`src/rtl/can_mode_pkg.sv`:
```
package can_mode_pkg;
  typedef enum logic [1:0] {
    MODE_SLEEP  = 2'd0,
    MODE_INIT   = 2'd1,
    MODE_NORMAL = 2'd2,
    MODE_BUSOFF = 2'd3
  } op_mode_t;
endpackage

```
`src/rtl/can_rx_sampler.sv`:
```
// Selects the receive source, registers one sample per bit strobe and
// flags recessive-to-dominant transitions between successive samples.
module can_rx_sampler (
  input  logic clk,
  input  logic rst,
  input  logic bit_tick,
  input  logic loopback,
  input  logic rx_pin,
  input  logic tx_line,
  output logic bit_stb,
  output logic bit_val,
  output logic fall_stb
);
  logic line_sel;
  assign line_sel = loopback ? tx_line : rx_pin;

  always_ff @(posedge clk) begin
    if (rst) begin
      bit_stb  <= 1'b0;
      bit_val  <= 1'b1;
      fall_stb <= 1'b0;
    end else begin
      bit_stb  <= bit_tick;
      fall_stb <= bit_tick & bit_val & ~line_sel;
      if (bit_tick) bit_val <= line_sel;
    end
  end

  // A reported edge means the stored sample just went from 1 to 0.
  assert_fall_edge_R11: assert property (@(posedge clk) disable iff (rst)
    fall_stb |-> ($past(bit_val) && !bit_val));

  // Without a strobe the stored sample holds.
  assert_hold_no_tick_R6: assert property (@(posedge clk) disable iff (rst)
    !bit_stb |-> $stable(bit_val));
endmodule

```
`src/rtl/can_idle_run.sv`:
```
// Counts consecutive recessive samples; emits a pulse per completed run
// and restarts, so back-to-back runs are counted separately.
module can_idle_run #(
  parameter int RUN_LEN = 11
) (
  input  logic clk,
  input  logic rst,
  input  logic en,
  input  logic bit_stb,
  input  logic bit_val,
  output logic run_pulse
);
  localparam int CW = $clog2(RUN_LEN + 1);
  localparam logic [CW-1:0] LAST = CW'(RUN_LEN - 1);

  logic [CW-1:0] cnt_q;

  always_ff @(posedge clk) begin
    if (rst || !en) begin
      cnt_q     <= '0;
      run_pulse <= 1'b0;
    end else begin
      run_pulse <= 1'b0;
      if (bit_stb) begin
        if (!bit_val) begin
          cnt_q <= '0;
        end else if (cnt_q == LAST) begin
          cnt_q     <= '0;
          run_pulse <= 1'b1;
        end else begin
          cnt_q <= cnt_q + 1'b1;
        end
      end
    end
  end

  assert_run_bound_R3: assert property (@(posedge clk) disable iff (rst)
    cnt_q < CW'(RUN_LEN));

  assert_dominant_no_run_R3: assert property (@(posedge clk) disable iff (rst)
    (en && bit_stb && !bit_val) |=> !run_pulse);
endmodule

```
`src/rtl/can_recovery_count.sv`:
```
// Counts completed idle runs while in bus-off; saturates at the target.
module can_recovery_count #(
  parameter int REC_RUNS = 128
) (
  input  logic clk,
  input  logic rst,
  input  logic en,
  input  logic run_pulse,
  output logic rec_done
);
  localparam int RC = $clog2(REC_RUNS + 1);
  localparam logic [RC-1:0] TARGET = RC'(REC_RUNS);

  logic [RC-1:0] cnt_q;

  always_ff @(posedge clk) begin
    if (rst || !en) begin
      cnt_q <= '0;
    end else if (run_pulse && cnt_q != TARGET) begin
      cnt_q <= cnt_q + 1'b1;
    end
  end

  assign rec_done = (cnt_q == TARGET);

  assert_rec_saturate_R8: assert property (@(posedge clk) disable iff (rst)
    cnt_q <= TARGET);
endmodule

```
`src/rtl/can_mode_seq.sv`:
```
module can_mode_seq
  import can_mode_pkg::*;
#(
  parameter int RUN_LEN      = 11,
  parameter int REC_RUNS     = 128,
  parameter int TEC_W        = 9,
  parameter int BUSOFF_LIMIT = 255
) (
  input  logic             clk,
  input  logic             rst,
  input  logic             bit_tick,
  input  logic             req_sleep,
  input  logic             req_init,
  input  logic             auto_busoff_en,
  input  logic             auto_wake_en,
  input  logic             loopback,
  input  logic             rx_pin,
  input  logic             tx_line,
  input  logic [TEC_W-1:0] tec,
  output logic             sleep_ack,
  output logic             init_ack,
  output logic             bus_off,
  output logic             wake_pulse
);
  localparam logic [TEC_W-1:0] TEC_LIMIT = TEC_W'(BUSOFF_LIMIT);

  op_mode_t mode_q, mode_n;
  logic     woke_q, woke_n;
  logic     blocked_q, blocked_n;
  logic     wake_n;
  logic     bit_stb, bit_val, fall_stb;
  logic     run_pulse, rec_done;
  logic     leaving_sleep, run_en, rec_en;

  can_rx_sampler u_smp (
    .clk      (clk),
    .rst      (rst),
    .bit_tick (bit_tick),
    .loopback (loopback),
    .rx_pin   (rx_pin),
    .tx_line  (tx_line),
    .bit_stb  (bit_stb),
    .bit_val  (bit_val),
    .fall_stb (fall_stb)
  );

  assign leaving_sleep = (mode_q == MODE_SLEEP) && (!req_sleep || woke_q);
  assign rec_en        = (mode_q == MODE_BUSOFF);
  assign run_en        = leaving_sleep || rec_en;

  can_idle_run #(.RUN_LEN(RUN_LEN)) u_run (
    .clk       (clk),
    .rst       (rst),
    .en        (run_en),
    .bit_stb   (bit_stb),
    .bit_val   (bit_val),
    .run_pulse (run_pulse)
  );

  can_recovery_count #(.REC_RUNS(REC_RUNS)) u_rec (
    .clk       (clk),
    .rst       (rst),
    .en        (rec_en),
    .run_pulse (run_pulse),
    .rec_done  (rec_done)
  );

  always_comb begin
    mode_n    = mode_q;
    woke_n    = woke_q;
    blocked_n = blocked_q & req_sleep;
    case (mode_q)
      MODE_SLEEP: begin
        if (fall_stb && auto_wake_en) woke_n = 1'b1;
        if (leaving_sleep && run_pulse) begin
          mode_n    = req_init ? MODE_INIT : MODE_NORMAL;
          woke_n    = 1'b0;
          blocked_n = woke_q & req_sleep;
        end
      end
      MODE_INIT: begin
        if (req_sleep && !req_init && !blocked_q) mode_n = MODE_SLEEP;
        else if (!req_init)                       mode_n = MODE_NORMAL;
      end
      MODE_NORMAL: begin
        if (tec > TEC_LIMIT)                  mode_n = MODE_BUSOFF;
        else if (req_init)                    mode_n = MODE_INIT;
        else if (req_sleep && !blocked_q)     mode_n = MODE_SLEEP;
      end
      default: begin
        if (rec_done) begin
          if (auto_busoff_en) mode_n = MODE_NORMAL;
          else if (req_init)  mode_n = MODE_INIT;
        end
      end
    endcase
    wake_n = fall_stb && !auto_wake_en &&
             (mode_q == MODE_SLEEP) && (mode_n == MODE_SLEEP);
  end

  always_ff @(posedge clk) begin
    if (rst) begin
      mode_q     <= MODE_SLEEP;
      woke_q     <= 1'b0;
      blocked_q  <= 1'b0;
      sleep_ack  <= 1'b1;
      init_ack   <= 1'b0;
      bus_off    <= 1'b0;
      wake_pulse <= 1'b0;
    end else begin
      mode_q     <= mode_n;
      woke_q     <= woke_n;
      blocked_q  <= blocked_n;
      sleep_ack  <= (mode_n == MODE_SLEEP);
      init_ack   <= (mode_n == MODE_INIT);
      bus_off    <= (mode_n == MODE_BUSOFF);
      wake_pulse <= wake_n;
    end
  end

  assert_ack_exclusive_R4: assert property (@(posedge clk) disable iff (rst)
    !(sleep_ack && init_ack));

  assert_sleep_exit_run_R2: assert property (@(posedge clk) disable iff (rst)
    $fell(sleep_ack) |-> $past(run_pulse));

  assert_busoff_entry_R7: assert property (@(posedge clk) disable iff (rst)
    (mode_q == MODE_NORMAL && tec > TEC_LIMIT) |=> bus_off);

  assert_busoff_exit_R8: assert property (@(posedge clk) disable iff (rst)
    $fell(bus_off) |-> $past(rec_done));

  assert_wake_in_sleep_R11: assert property (@(posedge clk) disable iff (rst)
    wake_pulse |-> sleep_ack);
endmodule

```
`config.mk`:
```
export PLATFORM = sky130hd
export DESIGN_NAME = can_mode_seq
export DESIGN_NICKNAME = d
export VERILOG_FILES = /design/src/rtl/can_mode_pkg.sv /design/src/rtl/can_rx_sampler.sv /design/src/rtl/can_idle_run.sv /design/src/rtl/can_recovery_count.sv /design/src/rtl/can_mode_seq.sv
export SDC_FILE = /design/constraint.sdc
export NUM_CORES = 1
export LEC_CHECK = 0
export ABC_CLOCK_PERIOD_IN_PS = 2600
export BUFFER_PORTS_ARGS = -buffer_cell sky130_fd_sc_hd__buf_2
export CORE_MARGIN = 3
export CORE_UTILIZATION = 57
export CTS_CLUSTER_DIAMETER = 150
export DETAILED_ROUTE_END_ITERATION = 10
export PLACE_DENSITY = 0.8
export SYNTH_ARGS = -nofsm -noshare
export SYNTH_HDL_FRONTEND = slang
export SYNTH_SLANG_ARGS = --single-unit
```
`constraint.sdc`:
```
create_clock -name clk -period 2.6 [get_ports clk]
set_input_delay 0.52 -clock clk [delete_from_list [all_inputs] [get_ports clk]]
set_output_delay 0.52 -clock clk [all_outputs]
set_load 0.01 [all_outputs]
```
==> impl_results.md, run 1 <==
* Number of library cell types mapped by synthesis at 40
* Worst path max stage delay at between 0.3 and 0.4 ns
* Worst hold slack at approximately 0.49 ns
* Die Footprint at about 0.0026 sq mm
* Hold wc startpoint: req_sleep
* Routed wire per std cell at about 13 microns
* HP Class: primary input to flip-flop
* DRT Pass-1 Iters at 4
* Die H at 50.74 microns
* #FFs+latches synth at 24
* # nets final at 161
* Worst Reg-to-Reg Cells at 6
* All-Layer GR Usage at between 10% and 20%
* Via Count at ~900
* Pin count of the biggest net entering global routing at 14
* CTS Buf Count at 3
* Routability-driven placement congestion ratio at 0.7785
* Tightest Pin Transition at roughly 0.37 ns
* Initial Util at a little over three fifths
* Setup Crit Path Kind: flip-flop to flip-flop
* Post-synthesis cell area at between 0.001 and 0.0015 sq mm
* CORE AREA at 0.001802 sq mm
* IO Pins at 23
* Reg2Reg Launch Point: u_rec.cnt_q[0]
* RSZ-0062 raised after global routing: no
* Post-DP HPWL at around 1.6 mm
* Initial DRC count at 14
* Logic pwr share at about 5.2%
* H-tree lvl count at 1
* Post-synthesis xor/xnor area fraction at around 3.8%
* Clock Sinks at 24
* Flop2flop setup slack at ~1.0 ns
* Setup Skew at 0.003714 ns
* First-pass GRT wire length at 3.864 mm
* CTS tree: built
* Share of layout cells above drive strength 1 at around 20%
* Worst hold stages at 2
* Adder-cell share of the synthesized area at 4.386%
* Post-CTS setup buffer count at 0
* Main area contributors after synthesis: dfxtp_1 (42%), ha_1 (4.4%), nor2_1 (4.3%), mux2i_1 (3.5%), nor2b_1 (2.7%)
* CP Cell Sequence: inv_1 -> ha_1 -> nand4bb_4 -> nor4_4 -> a2bb2oi_2 -> o311a_1
* Compound-gate portion of the synthesized area at between 10% and 20%
* Minimum period implied by the final worst setup slack at between 1.5 and 2 ns
* Pwr/cell area at roughly 470 mW/mm^2
* Setup_tns at 0 ns
* Grt ovf at 0
* Clock share of power at around a third
* Worst vdd ir at roughly 0.36 mV
* DR vias/cell at 5.568
* CTS resizes at 0
* Clock root cell: clkbuf_4
* CTS Hold Bufs at 0
* Fmax at between 600 and 700 MHz
* P_sw at approximately 0.13 mW
* Net Sw Frac at between 20% and 30%
* Crit Path Max Fanout at 4
* Synthesized area per cell at 9.353 sq um
* Max-Cap Viols at 0
* Fin. max-slew vios at 0
* Post-synth top area cell: dfxtp_1
* Final Core Density at 70.28%
* Synthesized Nets at about 150
* Clk buf depth at 2
* Final Hold Fails at 0
* CP Data Required Time at 2.86 ns
* Wirelength, routed at between 2 and 2.5 mm
* CP startpoint kind: flip-flop
* Synth top area share at between 40% and 50%
* FP Rows at 15
* Internal at ~0.47 mW
* Outcome: complete, no violations
* YS warnings at 0
* Post-synthesis mux area share at about 3.5%
* Reg power frac at 62.5%
* Worst reg2reg endpoint: wake_pulse
* Die W at about 50 microns
* Number of diodes at 0
* Layout area overhead at 10.96%
* Routed Antenna Nets at 0
* Initial antenna violation count at 0
* Ratio of final minimum period to clock period at 61.16%
* Largest family of logic cells by synthesized area: simple AND/OR/NAND/NOR gates
* DRC viols at 0
* Crit-path leading delay family: compound AO/OA/AOI/OAI gates
* Vias in the first global route at roughly 940
* WHS Endpoint: blocked_q
* Critical Path End Type: flip-flop
* Buffers added on ports at 14
* CP max-delay cell: dfxtp_1
* Leak at between 0.4 and 0.5 nW
* Final number of setup-violating endpoints at 0
* Simple-gate share of the synthesized area at between 20% and 30%
* Crit path DAT at roughly 1.9 ns
* Register area share after synthesis at between 40% and 50%
* CTS clock-pin slew for the worst setup and hold paths at ~0.13 ns
* Rel. slew slack at between 70 and 80%
* Buf+Inv Stages, Crit Path at 1
* Power Total at around 0.6 mW
* Post-Syn Instances at 122
* Worst skew pair latency at approximately 0.31 ns
==> stage by stage <==
stage | instance area, sq um | cells | setup slack (ns)
CTS | 1266 | 162 | 0.9923
floorplan | 1141 | 122 | 1.220
finish | 1266 | 162 | 1.010
global route | 1266 | 162 | 0.8302
detailed placement | 1230 | 158 | 1.014
global placement | 1230 | 158 | 1.086
==> metal layers <==
layer	GRT usage (%)	share of wire, %	up-vias
met3	2.967	3.0	2
met5	0	0	-
li1	-	-	460
met1	22.75	48	424
met2	34.35	49	16
met4	9.417	0.37	0
==> cells in the mapped netlist <==
library cell and count:
dfxtp_1 24, nor2_1 13, inv_1 7, nand2_1 7, nand3_1 5, nor2b_1 5
a21oi_1 4, ha_1 4, mux2i_1 4, o21ai_0 4, a31oi_1 3, and2_1 3
nor3_1 3, xor2_1 3, a311oi_1 2, clkbuf_1 2, nand3b_1 2, o21ai_2 2
or2_2 2, or3_1 2, xnor2_1 2, a21boi_1 1, a21o_1 1, a22oi_1 1
a2bb2oi_2 1, a41oi_1 1, and3_1 1, and3b_1 1, buf_2 1, nand2b_1 1
nand4_1 1, nand4bb_4 1, nor3_2 1, nor3b_1 1, nor4_2 1, nor4_4 1
o211ai_1 1, o21bai_1 1, o311a_1 1, or3_4 1
==> placed cells by master (no fill, tap or decap), drive strengths merged, types with 2 or more instances in the layout <==
cell type	instances
nand3	5
o21ai	6
ha	4
nor2	13
dfxtp	24
xor2	3
a31oi	3
and2	3
inv	7
nor2b	5
mux2i	4
nand2	7
nor3	4
clkbuf	4
or2	2
a311oi	2
nand3b	2
a21oi	4
xnor2	2
or3	3
buf	14
nor4	2
==> final cells by class <==
class                   count  area (sq um)
multi-input cells          88         621.8
repair buffers             14         70.07
flip-flops and latches     24         480.5
clock buffers               4         36.28
fillers                   152         535.5
inverters                   7         26.28
well taps                  25         31.28
==> sequential cells by signal, summed over array words and instances, names as in the netlist <==
name and flops:
blocked_q 1, bus_off 1, init_ack 1, mode_q 2
sleep_ack 1, u_rec.cnt_q 8, u_run.cnt_q 4, u_run.run_pulse 1
u_smp.bit_stb 1, u_smp.bit_val 1, u_smp.fall_stb 1, wake_pulse 1
woke_q 1
==> how the worst max path moves through the flow <==
| stage | start | endpoint | depth (start not counted) |
|---|---|---|---|
| 2_1_floorplan | u_run.cnt_q[0] | u_run.cnt_q[3] | 6 |
| 3_3_place_gp | u_rec.cnt_q[0] | wake_pulse | 6 |
| 3_5_place_dp | u_rec.cnt_q[0] | wake_pulse | 6 |
| 4_1_cts | u_rec.cnt_q[0] | wake_pulse | 6 |
| 5_1_grt | u_run.cnt_q[0] | u_run.cnt_q[3] | 6 |
| 6_report | u_rec.cnt_q[0] | wake_pulse | 6 |
==> kinds of logic (layout without fill, tap and decap cells) <==
kind of cell,Yosys count,in the layout
simple gates,52,52
flops,24,24
fa+ha+maj,4,4
compound gates,23,23
xor+xnor,5,5
buf+inv,10,25
mux,4,4
==> power by group through the flow <==
stage | Sequential (mW) | Clock (mW) | Combinational (mW)
after floorplan | 0.382 | 0 | 0.0177
after global placement | 0.383 | 0 | 0.0293
after detailed placement | 0.383 | 0 | 0.0303
after CTS | 0.375 | 0.202 | 0.0307
after global routing | 0.376 | 0.216 | 0.0347
final | 0.375 | 0.194 | 0.0310
No activity file was read; power rests on OpenSTA's default activity.
==> run 2: changes to the inputs <==
--- a/config.mk
+++ b/config.mk
@@ -5,13 +5,13 @@
 export SDC_FILE = /design/constraint.sdc
 export NUM_CORES = 1
 export LEC_CHECK = 0
-export ABC_CLOCK_PERIOD_IN_PS = 2600
+export ABC_CLOCK_PERIOD_IN_PS = 1400
 export BUFFER_PORTS_ARGS = -buffer_cell sky130_fd_sc_hd__buf_2
 export CORE_MARGIN = 3
-export CORE_UTILIZATION = 57
+export CORE_UTILIZATION = 47
 export CTS_CLUSTER_DIAMETER = 150
 export DETAILED_ROUTE_END_ITERATION = 10
-export PLACE_DENSITY = 0.8
+export PLACE_DENSITY = 0.71
 export SYNTH_ARGS = -nofsm -noshare
 export SYNTH_HDL_FRONTEND = slang
 export SYNTH_SLANG_ARGS = --single-unit
==> constraint.sdc (replaced) <==
create_clock -name clk -period 1.4 [get_ports clk]
set_input_delay 0.28 -clock clk [delete_from_list [all_inputs] [get_ports clk]]
set_output_delay 0.28 -clock clk [all_outputs]
set_load 0.01 [all_outputs]
==> impl_results.md, run 2 (same netlist as run 1, synthesis figures left out) <==
* Final Hold Fails at 0
* Internal at 1.011 mW
* Pwr/cell area at 896.5 mW/mm^2
* Buf+Inv Stages, Crit Path at 1
* Number of diodes at 0
* Worst vdd ir at 0.9789 mV
* Final number of setup-violating endpoints at 1
* CP Data Required Time at 1.67 ns
* IO Pins at 23
* Post-DP HPWL at approximately 1.6 mm
* Initial Util at between 50% and 60%
* Initial antenna violation count at 0
* Worst hold slack at 0.2240 ns
* Placed insts at ~170
* Flop2flop setup slack at -0.01 ns
* Reg2Reg Launch Point: u_rec.cnt_q[1]
* CORE AREA at between 0.002 and 0.0025 sq mm
* Pin count of the biggest net entering global routing at 15
* Fin. max-slew vios at 0
* Wirelength, routed at around 2.2 mm
* Crit Path Max Fanout at 4
* Routed Antenna Nets at 0
* Share of layout cells above drive strength 1 at between 30% and 40%
* Post-CTS setup buffer count at 0
* Die Footprint at around 0.0031 sq mm
* Worst Setup SP: u_rec.cnt_q[1]
* Via Count at just over 900
* P_sw at ~0.25 mW
* Tightest Pin Transition at 0.3159 ns
* Layout Cells excl Fill at 177
* All-Layer GR Usage at between 10% and 20%
* Reg power frac at 55.3%
* First-pass GRT wire length at 3.746 mm
* # nets final at around 170
* Hold wc startpoint: bit_tick
* Setup Skew at 0.009338 ns
* Max reg flops at 8
* Setup Crit Path Kind: flip-flop to flip-flop
* Initial DRC count at 9
* Buffers added on ports at 14
* Worst Reg-to-Reg Cells at 6
* Worst skew pair latency at 0.32 ns
* Rel. slew slack at 78.89%
* Clock share of power at slightly below 40%
* Net Sw Frac at 19.69%
* Ratio of final minimum period to clock period at 100.8%
* Most frequent cells in the layout: dfxtp_1 (20), buf_2 (14), nor2_1 (13), buf_4 (12), nand2_1 (7)
* CTS clock-pin slew for the worst setup and hold paths at ~0.13 ns
* Worst path max stage delay at 0.35 ns
* Failing checks: setup timing
* Clk buf depth at 2
* Most common cell after layout, fill and taps aside: dfxtp_1
* Fmax at 708.4 MHz
* Routed wire per std cell at roughly 13 microns
* Die W at approximately 55 microns
* CTS tree: built
* Worst reg2reg endpoint: wake_pulse
* CTS Hold Bufs at 0
* Layout area overhead at 23.03%
* H-tree lvl count at 1
* Top Registers: u_rec.cnt_q (8), u_run.cnt_q (4), mode_q (2)
* Die H at ~55 microns
* FP Rows at 17
* DRT Pass-1 Iters at 4
* Setup_tns at -0.01160 ns
* Critical Path End Type: flip-flop
* Routability-driven placement congestion ratio at 0.7630
* Logic pwr share at 5.2%
* Most flops, register: u_rec.cnt_q
* DRC viols at 0
* Final worst slack at -0.01160 ns
* Place WS at -0.05402 ns
* HP Class: primary input to flip-flop
* CP Cell Sequence: inv_2 -> ha_4 -> nand4bb_4 -> nor4_4 -> a2bb2oi_2 -> o311a_1
* Minimum period implied by the final worst setup slack at around 1.4 ns
* Vias in the first global route at a little under 900
* Clock Sinks at 24
* CP endpoint: wake_pulse
* Power Total at roughly 1.3 mW
* CP max-delay cell: dfxtp_2
* Crit-path leading delay family: simple AND/OR/NAND/NOR gates
* Worst path depth at 6
* Crit path DAT at approximately 1.7 ns
* DR vias/cell at 5.215
* Leak at ~0.54 nW
* Grt ovf at 0
* Clock root cell: clkbuf_4
* CP startpoint kind: flip-flop
* RSZ-0062 raised after global routing: yes
* Max-Cap Viols at 0
* CTS Buf Count at 3
* Outcome: finished with violations
## run 2: changes by cell type in the layout (fill, tap and decap cells not counted), moves of 2 or more
| cell | delta |
|---|---|
| dfxtp_2 | +4 |
| inv_2 | +2 |
| buf_4 | +12 |
| dfxtp_1 | -4 |
| inv_1 | -2 |
| ha_1 | -2 |
## run 2: worst reg2reg max path, stage by stage (launching register included)
cell       delay (ns)
dfxtp_2          0.35
inv_2            0.07
ha_4             0.14
nand4bb_4        0.16
nor4_4           0.25
a2bb2oi_2        0.21
o311a_1          0.19
## run 2: worst min path at each step
| stage | to | slack [ns] | depth (start not counted) |
|---|---|---|---|
| after CTS | u_smp.bit_stb | 0.21 | 2 |
| after floorplan | u_smp.bit_stb | 0.44 | 1 |
| after global routing | u_smp.bit_stb | 0.21 | 2 |
| after detailed placement | u_run.run_pulse | 0.48 | 2 |
| final | u_smp.bit_stb | 0.22 | 2 |
| after global placement | u_run.cnt_q[3] | 0.48 | 1 |
## run 2: area by class of cell
cell class / count / area (sq um)
Fill cell: 215 / 850.8
Multi-Input combinational cell: 88 / 644.4
Sequential cell: 24 / 485.5
Timing Repair Buffer: 26 / 160.2
Tap cell: 28 / 35.03
Clock inverter: 1 / 30.03
Inverter: 7 / 26.28
Clock buffer: 3 / 22.52
## run 2: power by group through the flow
stage	registers (mW)	logic [mW]	clock network [mW]
floorplan	0.710	0.0329	0
global placement	0.710	0.0591	0
detailed placement	0.711	0.0627	0
CTS	0.695	0.0636	0.514
global route	0.697	0.0729	0.536
finish	0.695	0.0654	0.498
## run 2: per-stage QoR
step / util [%] / cell area, sq um
6_report: 62.26 / 1404
5_1_grt: 62.26 / 1404
4_1_cts: 61.32 / 1383
3_5_place_dp: 58.71 / 1324
3_3_place_gp: 58.71 / 1324
2_1_floorplan: - / 1141
## run 2: what timing repair did
| action | CTS | global route |
|---|---|---|
| pin swaps | 4 | 6 |
| endpoints found under the setup margin | 3 | 10 |
| gates resized for setup | 3 | 8 |
## run 2: metal layers
layer / track usage, % / vias to the layer above / part of all wire, % / wire (microns)
met3: 5.140 / 4 / 4.5 / 99
met4: 5.208 / 0 / 1.5 / 34
met2: 25.68 / 18 / 51 / 1138
met1: 18.83 / 421 / 43 / 943
met5: 0 / - / 0 / 0
li1: - / 480 / - / -
==> run 3: changes to the inputs <==
--- a/config.mk
+++ b/config.mk
@@ -12,6 +12,7 @@
 export CTS_CLUSTER_DIAMETER = 150
 export DETAILED_ROUTE_END_ITERATION = 10
 export PLACE_DENSITY = 0.71
+export REMOVE_ABC_BUFFERS = 1
 export SYNTH_ARGS = -nofsm -noshare
 export SYNTH_HDL_FRONTEND = slang
 export SYNTH_SLANG_ARGS = --single-unit
==> impl_results.md, run 3 (same netlist as run 1, synthesis figures left out) <==
* Outcome: finished with violations
* Failing checks: setup timing
* Initial Util at between 50 and 60%
* Wirelength, routed at 2.149 mm
* # nets final at ~170
* Grt ovf at 0
* Routability-driven placement congestion ratio at 0.7939
* Clock share of power at between 30% and 40%
* Worst path max stage delay at between 0.3 and 0.4 ns
* Worst vdd ir at 0.5758 mV
* Most flops, register: u_rec.cnt_q
* Clock root cell: clkbuf_4
* Worst skew pair latency at roughly 0.31 ns
* Crit-path leading delay family: simple AND/OR/NAND/NOR gates
* Multi-input gate area at 648.1 sq um
* H-tree lvl count at 1
* Most frequent cells in the layout: dfxtp_1 (19), buf_2 (14), nor2_1 (13), buf_4 (12), nand2_1 (7)
* IO Pins at 23
* CORE AREA at 0.002255 sq mm
* CP Data Required Time at about 1.7 ns
* HP Class: primary input to flip-flop
* CP Cell Sequence: inv_2 -> ha_4 -> nand4bb_4 -> nor4_4 -> a2bb2oi_2 -> o311a_1
* Final number of setup-violating endpoints at 2
* Leak at around 0.54 nW
* Max-Cap Viols at 0
* Buffers added on ports at 14
* Pin count of the biggest net entering global routing at 14
* Routed Antenna Nets at 0
* DRT Pass-1 Iters at 4
* Buf+Inv Stages, Crit Path at 1
* Die W at between 50 and 60 microns
* CTS Hold Bufs at 0
* Via Count at about 920
* Power Total at approximately 1.1 mW
* Max reg flops at 8
* FP Rows at 17
* CTS Buf Count at 3
* Tightest Pin Transition at around 0.3 ns
* Crit path DAT at around 1.7 ns
* Fillers at 220
* Vias in the first global route at between 800 and 900
* CP startpoint kind: flip-flop
* DR vias/cell at approximately 5.2
* RSZ-0062 raised after global routing: yes
* Rel. slew slack at roughly four fifths
* Crit Path Max Fanout at 4
* Most common cell after layout, fill and taps aside: dfxtp_1
* Final Hold Fails at 0
* Pwr/cell area at 802.1 mW/mm^2
* Logic pwr share at 5.6%
* Place WS at -0.04058 ns
* Setup Skew at 0.0005540 ns
* Routed wire per std cell at ~12 microns
* Clk buf depth at 2
* First-pass GRT wire length at 3.491 mm
* Setup Crit Path Kind: flip-flop to flip-flop
* Worst hold slack at between 0.2 and 0.25 ns
* Critical Path End Type: flip-flop
* Ratio of final minimum period to clock period at 100.5%
* Initial DRC count at 16
* Top Registers: u_rec.cnt_q (8), u_run.cnt_q (4), mode_q (2)
* Internal at between 0.8 and 0.9 mW
* Clock Sinks at 24
* DRC viols at 0
* Post-DP HPWL at 1.633 mm
* Share of layout cells above drive strength 1 at around a third
* Reg power frac at between 60 and 70%
* Number of diodes at 0
* Final worst slack at -0.006733 ns
* Fin. max-slew vios at 0
* Initial antenna violation count at 0
* P_sw at about 0.25 mW
* Minimum period implied by the final worst setup slack at 1.407 ns
* Die Footprint at approximately 0.0031 sq mm
* Die H at 55.28 microns
* CTS tree: built
* All-Layer GR Usage at 14.01%
* Layout area overhead at 23.03%
* Fmax at approximately 700 MHz
* CTS clock-pin slew for the worst setup and hold paths at ~0.13 ns
* Register Area at just under 500 sq um
* Net Sw Frac at about 22%
* CP max-delay cell: dfxtp_2
==> run 3: layout make-up <==
type | count | share of cell area (%)
Clock buffer | 4 | 2.585
Inverter | 7 | 1.872
Multi-Input combinational cell | 88 | 46.17
Sequential cell | 24 | 34.67
Tap cell | 28 | 2.496
Timing Repair Buffer | 27 | 12.21
==> run 3: metal layers <==
metal	wire length, microns	part of all wire (%)	global-route usage (%)
met3	58	2.7	2.103
met5	0	0	0
met1	947	44	17.08
met2	1128	52	24.16
met4	14	0.65	6.250
==> run 3: worst min-delay path: cells and delay by family <==
family	cells	cell delay (ns)
buffers and inverters	1	0.08
AND/OR/NAND/NOR	1	0.05
AO/OA/AOI/OAI	1	0.09
==> run 3: final timing paths <==
kind	from	to	slack, ns	cells past startpoint
worst max-delay path	u_rec.cnt_q[0]	wake_pulse	-0.007	6
worst min-delay path	auto_wake_en	wake_pulse	0.23	3
worst max register to register	u_rec.cnt_q[0]	wake_pulse	-0.007	6
worst min register to register	u_smp.bit_stb	u_run.cnt_q[3]	0.50	1
==> run 3: repair_timing <==
| item | 4_1_cts | 5_1_grt |
|---|---|---|
| resized for setup | 2 | 12 |
| buffers inserted | 1 | 0 |
| setup endpoints to repair | 4 | 10 |
| pin swaps | 3 | 10 |
| gates cloned | 0 | 0 |
==> run 3: through the flow <==
stage | instances | setup TNS, ns | instance area, sq um | utilization, %
floorplan | 119 | 0 | 1129 | -
global placement | 173 | -0.01183 | 1324 | 58.71
detailed placement | 173 | -0.08836 | 1324 | 58.71
CTS | 178 | -0.08791 | 1373 | 60.88
global route | 178 | -0.3733 | 1404 | 62.26
finish | 178 | -0.009647 | 1404 | 62.26
==> run 3: power groups by stage <==
stage	registers, mW	clock network [mW]	logic, mW
after detailed placement	0.711	0	0.0612
after global placement	0.710	0	0.0591
after floorplan	0.710	0	0.0296
after global routing	0.697	0.403	0.0709
after CTS	0.696	0.379	0.0623
final	0.695	0.367	0.0635
